### src/rtl/trig_cmd_pkg.sv
package trig_cmd_pkg;
  localparam logic [1:0] REQ_HEADER  = 2'b11;
  localparam logic [1:0] REQ_TYPE_OK = 2'b01;
  localparam logic [1:0] REQ_TAIL_OK = 2'b00;
endpackage

### src/rtl/l0l1_decoder.sv
module l0l1_decoder #(
  parameter int ID_W = 8
) (
  input  logic            clk,
  input  logic            rst,
  input  logic            early_bit,
  input  logic            late_bit,
  output logic            l0_strobe,
  output logic            l1_strobe,
  output logic [ID_W-1:0] l1_id
);
  localparam int CW = $clog2(ID_W + 1);

  logic [CW-1:0]   left;
  logic [ID_W-1:0] shreg;
  logic [ID_W-1:0] shnext;

  assign shnext = {shreg[ID_W-2:0], late_bit};

  always_ff @(posedge clk) begin
    if (rst) begin
      l0_strobe <= 1'b0;
      l1_strobe <= 1'b0;
      l1_id     <= '0;
      left      <= '0;
      shreg     <= '0;
    end else begin
      l0_strobe <= early_bit;
      l1_strobe <= 1'b0;
      if (left == '0) begin
        if (late_bit) left <= CW'(ID_W);
      end else begin
        shreg <= shnext;
        left  <= left - 1'b1;
        if (left == CW'(1)) begin
          l1_strobe <= 1'b1;
          l1_id     <= shnext;
        end
      end
    end
  end
endmodule

### src/rtl/r3_decoder.sv
module r3_decoder
  import trig_cmd_pkg::*;
#(
  parameter int ADDR_W = 4,
  parameter int ID_W   = 8
) (
  input  logic              clk,
  input  logic              rst,
  input  logic [1:0]        pair,
  input  logic [ADDR_W-1:0] my_addr,
  output logic              hit,
  output logic [ID_W-1:0]   hit_id,
  output logic              bad
);
  localparam int BODY_W = 2 + ADDR_W + ID_W + 2;
  localparam int PAIRS  = BODY_W / 2;
  localparam int CW     = $clog2(PAIRS + 1);

  logic [CW-1:0]     left;
  logic [BODY_W-1:0] body;
  logic [BODY_W-1:0] full;
  logic [1:0]        f_type;
  logic [1:0]        f_tail;
  logic [ADDR_W-1:0] f_addr;
  logic [ID_W-1:0]   f_id;

  assign full   = {body[BODY_W-3:0], pair};
  assign f_type = full[BODY_W-1 -: 2];
  assign f_addr = full[BODY_W-3 -: ADDR_W];
  assign f_id   = full[ID_W+1:2];
  assign f_tail = full[1:0];

  always_ff @(posedge clk) begin
    if (rst) begin
      left   <= '0;
      body   <= '0;
      hit    <= 1'b0;
      hit_id <= '0;
      bad    <= 1'b0;
    end else begin
      hit <= 1'b0;
      bad <= 1'b0;
      if (left == '0) begin
        if (pair == REQ_HEADER) left <= CW'(PAIRS);
      end else begin
        body <= full;
        left <= left - 1'b1;
        if (left == CW'(1)) begin
          if (f_tail != REQ_TAIL_OK) begin
            bad <= 1'b1;
          end else if (f_type == REQ_TYPE_OK && f_addr == my_addr) begin
            hit    <= 1'b1;
            hit_id <= f_id;
          end
        end
      end
    end
  end
endmodule

### src/rtl/trig_cmd_decoder.sv
module trig_cmd_decoder #(
  parameter int ADDR_W = 4,
  parameter int ID_W   = 8
) (
  input  logic              clk,
  input  logic              rst,
  input  logic [1:0]        trig_pair,
  input  logic [1:0]        req_pair,
  input  logic [ADDR_W-1:0] mod_addr,
  output logic              l0_strobe,
  output logic              l1_strobe,
  output logic [ID_W-1:0]   l1_l0id,
  output logic              r3_strobe,
  output logic [ID_W-1:0]   r3_l0id,
  output logic              r3_err
);
  l0l1_decoder #(.ID_W(ID_W)) u_trig (
    .clk(clk), .rst(rst),
    .early_bit(trig_pair[0]), .late_bit(trig_pair[1]),
    .l0_strobe(l0_strobe), .l1_strobe(l1_strobe), .l1_id(l1_l0id)
  );

  r3_decoder #(.ADDR_W(ADDR_W), .ID_W(ID_W)) u_req (
    .clk(clk), .rst(rst), .pair(req_pair), .my_addr(mod_addr),
    .hit(r3_strobe), .hit_id(r3_l0id), .bad(r3_err)
  );
endmodule

### config.mk
export PLATFORM = sky130hd
export DESIGN_NAME = trig_cmd_decoder
export DESIGN_NICKNAME = d
export VERILOG_FILES = /design/src/rtl/trig_cmd_pkg.sv /design/src/rtl/l0l1_decoder.sv /design/src/rtl/r3_decoder.sv /design/src/rtl/trig_cmd_decoder.sv
export SDC_FILE = /design/constraint.sdc
export NUM_CORES = 1
export LEC_CHECK = 0
export ABC_AREA = 1
export CAP_MARGIN = 20
export CORE_UTILIZATION = 45
export CTS_CLUSTER_SIZE = 12
export DETAILED_ROUTE_END_ITERATION = 8
export DONT_BUFFER_PORTS = 1
export GPL_TIMING_DRIVEN = 0
export PLACE_DENSITY = 0.67
export SETUP_SLACK_MARGIN = 0.05
export SKIP_CTS_REPAIR_TIMING = 1
export SYNTH_ARGS = -nofsm -noshare
export SYNTH_HDL_FRONTEND = slang
export SYNTH_SLANG_ARGS = --single-unit
### constraint.sdc
create_clock -name clk -period 1.7 [get_ports clk]
set_clock_uncertainty 0.2 [all_clocks]
set_input_delay 0.085 -clock clk [delete_from_list [all_inputs] [get_ports clk]]
set_output_delay 0.085 -clock clk [all_outputs]
set_load 0.01 [all_outputs]
==> results.py, run 1 <==
metrics = {
    "floorplanning": {
        "core-area_um2": 4000,
        "initial_core_util": 0.466,
        "die_w_um": 66.3,
        "rows": 23,
        "design.die.area_um2": 4400,
        "num_io_pins": 30,
        "die_y_um": 66.3,
    },
    "global_routing": {
        "grt-ovfl-total": 0,
        "grt_pass1_vias": 1333,
        "grt_use_total": 0.181,
        "grt_first_pass_wirelength_um": 5860,
        "grt_max_degree": 15,
        "antenna_found_initial": 0,
    },
    "synth": {
        "synth_edf_count": 0,
        "synth_warnings": 0,
        "synth_area_per_cell_um2": 7.76,
        "syn-num-nets": 250,
        "synth_flop_cell": "dfxtp_1",
        "synthArstFlopShare": 0,
        "synth_top_cell_area_share": 0.527,
        "synth.area.top_cells": "dfxtp_1 (53%), nor2_1 (12%), o21ai_0 (8.3%), nand2_1 (6.2%), inv_1 (4.0%)",
        "netlist_area_um2": 1860,
        "synth_top_area_cell": "dfxtp_1",
        "ys_seq_area_frac": 0.527,
        "ys_ff_latch": 49,
        "synthDistinctLibCells": 22,
        "netlist_instances": 240,
    },
    "setup_path": {
        "r2r_slack_ps": 170,
        "critPathKind": "in2reg",
        "rr_endpoint": "u_req.hit_id[0]$_SDFFE_PP0P_",
        "arrival_ps": 1540,
        "cp_top_family": "buffers and inverters",
        "cp.buffers_inverters": 3,
        "critical_path_required_ps": 1700,
        "rr_worst_depth": 7,
        "crit_path_frequent_cell": "nor2_1",
        "crit_path_cell_trace": "dlygate4sd3_1, inv_1, nand2_1, nor2_1, nand3_4, buf_6, nor3_1, nor2_1",
        "end_kind": "flip-flop",
        "reg2reg_from": "u_req.body[9]$_SDFFE_PP0N_",
        "critPathSlowestCell": "dlygate4sd3_1",
        "start_kind": "primary input",
        "worst-path-max-fanout": 10,
        "cpPeakStageDelay_ps": 550,
    },
    "route": {
        "vias_per_cell": 4.90,
        "vias": 1489,
        "drcViolationCount": 0,
        "firstDrtPassIters": 4,
        "drt-initial-drc-count": 111,
        "wl_um": 3570,
        "wl_per_cell_um": 11.7,
        "ant_nets": 0,
    },
    "power_and_ir_drop": {
        "total_power_mw": 3.63,
        "p_per_area_nw_per_um2": 1730,
        "p_leak_nw": 0.885,
        "vdd_drop_max_mv": 0.704,
    },
    "final_layout": {
        "syn_to_final_growth_pct": 12.8,
        "stdcell_area_um2": 2100,
        "post-route-util": 0.525,
        "antenna_cells": 0,
        "num-nets-final": 264,
        "drive_gt1_frac": 0.0827,
    },
    "clocking": {
        "clk_latency_ps": 300,
        "cts.clk_slew.worst_paths_ps": 80,
        "cts_num_sinks": 49,
        "cts_root_buf": "clkbuf_8",
        "h-tree-depth": 2,
        "numCtsBuffers": 5,
        "cts_tree": "yes",
        "clockBufferDepth": 2,
    },
    "place": {
        "dp_hpwl_um": 2350,
        "io_buffers": 0,
        "place_area_um2": 1930,
        "gp_congestion": 0.766,
    },
    "timing": {
        "worst_pin_slew_ps": 373,
        "finalSetupViolCount": 0,
        "final_max_slew_viol_count": 0,
        "rsz0062_at_grt": "false",
        "post-route-min-period_ps": 1550,
        "hold_viol_final": 0,
        "setup_tns_ps": 0,
        "fin_crit_sh": 0.909,
        "clock.fmax_mhz": 647,
        "relSlewSlack": 0.751,
    },
    "hold_path": {
        "hp-start": "mod_addr[3]",
        "hold_path_end": "u_req.hit_id[4]$_SDFFE_PP0P_",
        "holdCritPathClass": "in2reg",
        "holdPathStages": 6,
    },
    "status": {
        "status": "complete, no violations",
    },
    "flow_run": {
        "cap_violations": 0,
    },
}
## layout by cell type, fill, tap and decap left out
| cell type | netlist | layout |
|---|---|---|
| nand2_2 | 1 | 1 |
| nor3_1 | 11 | 11 |
| nor2_1 | 62 | 62 |
| bufinv_16 | 0 | 1 |
| nand2_1 | 31 | 31 |
| a211oi_1 | 1 | 1 |
| nor2_2 | 1 | 1 |
| dlygate4sd3_1 | 0 | 7 |
| inv_2 | 0 | 1 |
| clkbuf_1 | 3 | 2 |
| xnor2_1 | 1 | 1 |
| clkinv_2 | 0 | 1 |
| clkbuf_8 | 0 | 5 |
| a21oi_1 | 11 | 11 |
| buf_6 | 1 | 1 |
| buf_2 | 2 | 3 |
| buf_4 | 2 | 2 |
| dfxtp_1 | 49 | 49 |
| nand3_1 | 1 | 1 |
| clkbuf_2 | 1 | 1 |
| nand3_2 | 1 | 1 |
| o21ai_0 | 31 | 31 |
| o21bai_1 | 7 | 7 |
| and3_2 | 1 | 1 |
| o21bai_4 | 1 | 1 |
| inv_1 | 20 | 19 |
| nand3_4 | 1 | 1 |
## through the flow
step                      setup WS (ps)  hold WS, ps  instances
after floorplan                     353        -8.03        240
after detailed placement            146        -4.64        290
final                               154         37.2        304
after global placement              181        -7.31        290
after global routing               67.7         51.8        304
after CTS                           136         -325        297
## per-layer routing
metal | vias up | part of all wire | global-route usage
li1 | 790 | - | -
met1 | 657 | 0.48 | 0.216
met2 | 33 | 0.45 | 0.291
met3 | 9 | 0.049 | 0.0655
met4 | 0 | 0.022 | 0.0798
met5 | - | 0 | 0
## cells by family (layout without fill, tap and decap cells)
logic type,Yosys count,in the layout,synth area share
flip-flops,49,49,0.527
XOR/XNOR,1,1,0.00470
AO/OA/AOI/OAI,51,51,0.155
buffers and inverters,29,43,0.0685
AND/OR/NAND/NOR,110,110,0.245
## area by class of cell
cell class                 instances  area [um^2]
fill                             392         1900
sequential                        49          981
multi-input combinational        162          754
inverter                          20         75.1
timing repair buffer               7         70.1
clock buffer                       5         68.8
tap                               50         62.6
buffer                             9         53.8
clock inverter                     2         35.0
## flip-flops by register name (all words and copies together) (netlist names)
signal and flops:
u_req.body 14, u_req.hit_id 8, u_trig.l1_id 8, u_trig.shreg 7
u_req.left 4, u_trig.left 4, u_req.bad 1, u_req.hit 1
u_trig.l0_strobe 1, u_trig.l1_strobe 1
## worst register-to-register path, stage by stage, from the launching register on
cell and delay (ps):
dfxtp_1 320, inv_1 90, nand2_1 60, nand2_1 70
nand3_2 160, buf_2 250, nor3_1 220, nor2_1 70
## cells in the mapped netlist (2+ instances only)
master	instances
inv_1	20
clkbuf_1	3
nor2_1	62
a21oi_1	11
nand2_1	31
o21bai_1	7
nor3_1	11
o21ai_0	31
buf_2	2
buf_4	2
dfxtp_1	49
## how the worst max path moves through the flow
stage / start / end / slack [ps] / depth (start not counted)
global placement: u_req.body[9]$_SDFFE_PP0N_ / u_req.hit_id[0]$_SDFFE_PP0P_ / 180 / 7
floorplan: u_req.body[9]$_SDFFE_PP0N_ / u_req.hit_id[0]$_SDFFE_PP0P_ / 350 / 7
CTS: u_req.body[9]$_SDFFE_PP0N_ / u_req.hit_id[0]$_SDFFE_PP0P_ / 140 / 7
global route: u_req.body[9]$_SDFFE_PP0N_ / u_req.hit_id[0]$_SDFFE_PP0P_ / 70 / 7
finish: req_pair[1] / u_req.hit_id[0]$_SDFFE_PP0P_ / 150 / 8
detailed placement: u_req.body[9]$_SDFFE_PP0N_ / u_req.hit_id[0]$_SDFFE_PP0P_ / 150 / 7
## power by group
part | leakage, nW | total [mW] | internal, mW | switching [mW]
sequential | 0.402 | 1.71 | 1.47 | 0.242
combinational | 0.429 | 1.13 | 0.370 | 0.758
clock | 0.0540 | 0.795 | 0.428 | 0.367
total | 0.885 | 3.63 | 2.27 | 1.37
No activity file was read; power rests on OpenSTA's default activity.
==> run 2, diff against run 1 <==
--- a/config.mk
+++ b/config.mk
@@ -6,13 +6,15 @@
 export NUM_CORES = 1
 export LEC_CHECK = 0
 export ABC_AREA = 1
-export CAP_MARGIN = 20
-export CORE_UTILIZATION = 45
+export CAP_MARGIN = 10
+export CELL_PAD_IN_SITES_DETAIL_PLACEMENT = 2
+export CELL_PAD_IN_SITES_GLOBAL_PLACEMENT = 2
+export CORE_UTILIZATION = 35
 export CTS_CLUSTER_SIZE = 12
 export DETAILED_ROUTE_END_ITERATION = 8
 export DONT_BUFFER_PORTS = 1
 export GPL_TIMING_DRIVEN = 0
-export PLACE_DENSITY = 0.67
+export PLACE_DENSITY = 0.83
 export SETUP_SLACK_MARGIN = 0.05
 export SKIP_CTS_REPAIR_TIMING = 1
 export SYNTH_ARGS = -nofsm -noshare
==> results.py, run 2 (same netlist as run 1, synthesis figures left out) <==
metrics = {
    "status": {
        "status": "complete, no violations",
    },
    "power_and_ir_drop": {
        "seqPwrFrac": 0.472,
        "switchingPower_mw": 1.53,
        "total_power_mw": 3.68,
        "intPower_mw": 2.15,
        "p_per_area_nw_per_um2": 1710,
        "p_comb_frac": 0.345,
        "pwr-share-clk": 0.184,
        "switching_share": 0.417,
        "p_leak_nw": 0.890,
        "vdd_drop_max_mv": 0.538,
    },
    "setup_path": {
        "worst-path-max-fanout": 10,
        "critPathKind": "in2reg",
        "critical_path_required_ps": 1690,
        "cp_top_family": "buffers and inverters",
        "cp.buffers_inverters": 3,
        "crit_path_cell_trace": "inv_1, dlygate4sd3_1, nand2_1, nor2_1, nand3_4, buf_6, nor3_1",
        "arrival_ps": 1640,
        "critPathSlowestCell": "dlygate4sd3_1",
        "start_kind": "primary input",
        "cpPeakStageDelay_ps": 600,
        "end_kind": "flip-flop",
    },
    "place": {
        "placedCellCount": 310,
        "place_ws_ps": -12.3,
        "io_buffers": 0,
        "gp_congestion": 0.705,
        "dp_hpwl_um": 3340,
    },
    "final_layout": {
        "seq_area_um2": 982,
        "multi_input_area_um2": 787,
        "n_fill_cell": 601,
        "antenna_cells": 0,
        "mostFrequentLayoutCells": "nor2_1 (61), dfxtp_1 (48), o21ai_0 (31)",
        "syn_to_final_growth_pct": 16.0,
        "post-route-util": 0.423,
        "reg_top3": "u_req.body (14), u_req.hit_id (8), u_trig.l1_id (8)",
        "final_common_cell": "nor2_1",
        "largest_reg_flops": 14,
        "num-nets-final": 266,
        "stdcell_count": 327,
        "drive_gt1_frac": 0.101,
        "largest-register": "u_req.body",
    },
    "timing": {
        "setup_tns_ps": 0,
        "relSlewSlack": 0.737,
        "post-route-min-period_ps": 1650,
        "clock.fmax_mhz": 607,
        "worst_pin_slew_ps": 395,
        "finalSetupViolCount": 0,
        "final_max_slew_viol_count": 0,
        "hold_viol_final": 0,
        "fin_ws_ps": 52.4,
        "fin_crit_sh": 0.969,
    },
    "global_routing": {
        "grt_first_pass_wirelength_um": 7780,
        "grt_max_degree": 15,
        "grt-ovfl-total": 0,
        "grt_pass1_vias": 1678,
        "grt_use_total": 0.188,
        "antenna_found_initial": 0,
    },
    "route": {
        "vias": 1637,
        "vias_per_cell": 5.01,
        "wl_per_cell_um": 15.4,
        "ant_nets": 0,
        "wl_um": 5020,
        "drt-initial-drc-count": 65,
        "firstDrtPassIters": 4,
        "drcViolationCount": 0,
    },
    "floorplanning": {
        "die_w_um": 75.0,
        "num_io_pins": 30,
        "die_y_um": 75.0,
        "core-area_um2": 5110,
        "initial_core_util": 0.365,
        "design.die.area_um2": 5620,
        "rows": 26,
    },
    "clocking": {
        "clk_latency_ps": 310,
        "numCtsBuffers": 5,
        "cts_tree": "yes",
        "cts.clk_slew.worst_paths_ps": 90,
        "cts_root_buf": "clkbuf_8",
        "clockBufferDepth": 2,
        "h-tree-depth": 2,
        "cts_num_sinks": 49,
    },
    "flow_run": {
        "cap_violations": 0,
    },
    "hold_path": {
        "holdCritPathClass": "in2reg",
    },
}
run 2: worst paths after layout:
path                               startpoint                      endpoint  slack, ps  cells past startpoint
hold / removal                    mod_addr[2]  u_req.hit_id[5]$_SDFFE_PP0P_         20                      6
hold reg to reg   u_trig.left[3]$_SDFFE_PP0P_   u_trig.left[3]$_SDFFE_PP0P_        290                      2
setup / recovery                  req_pair[1]          u_req.hit$_SDFF_PP0_         50                      7
setup reg to reg  u_req.body[13]$_SDFFE_PP0N_          u_req.hit$_SDFF_PP0_        160                      6
run 2: power by group through the flow:
stage | Combinational, mW | Sequential (mW) | Clock (mW)
final | 1.27 | 1.74 | 0.676
after global routing | 1.46 | 1.79 | 0.737
after global placement | 1.13 | 1.74 | 0
after detailed placement | 1.20 | 1.75 | 0
after CTS | 1.21 | 1.73 | 0.704
after floorplan | 0.887 | 1.68 | 0
run 2: cell type report:
class | instances | area share
flip-flops and latches | 49 | 0.455
multi-input cells | 162 | 0.364
plain buffers | 9 | 0.0261
clock inverters | 2 | 0.00463
well taps | 70 | 0.0405
inverters | 20 | 0.0347
repair buffers | 9 | 0.0417
clock buffers | 6 | 0.0336
run 2: through the flow:
| step | instance area [um^2] | hold slack, ps |
|---|---|---|
| after global placement | 1950 | -7.11 |
| final | 2160 | 23.5 |
| after global routing | 2160 | 66.4 |
| after floorplan | 1860 | -8.03 |
| after CTS | 2030 | -331 |
| after detailed placement | 1950 | 1.35 |
run 2: routing by layer:
layer,track usage,up-vias,share of wire
met4,0.0566,0,0.010
met5,0,-,0
met3,0.0469,6,0.030
met1,0.215,815,0.44
met2,0.342,24,0.52
li1,-,792,-
run 2: worst register-to-register path, delay by kind of cell (launching register included):
family / cells / cell delay [ps]
simple gates: 4 / 650
flops: 1 / 330
buf+inv: 2 / 250
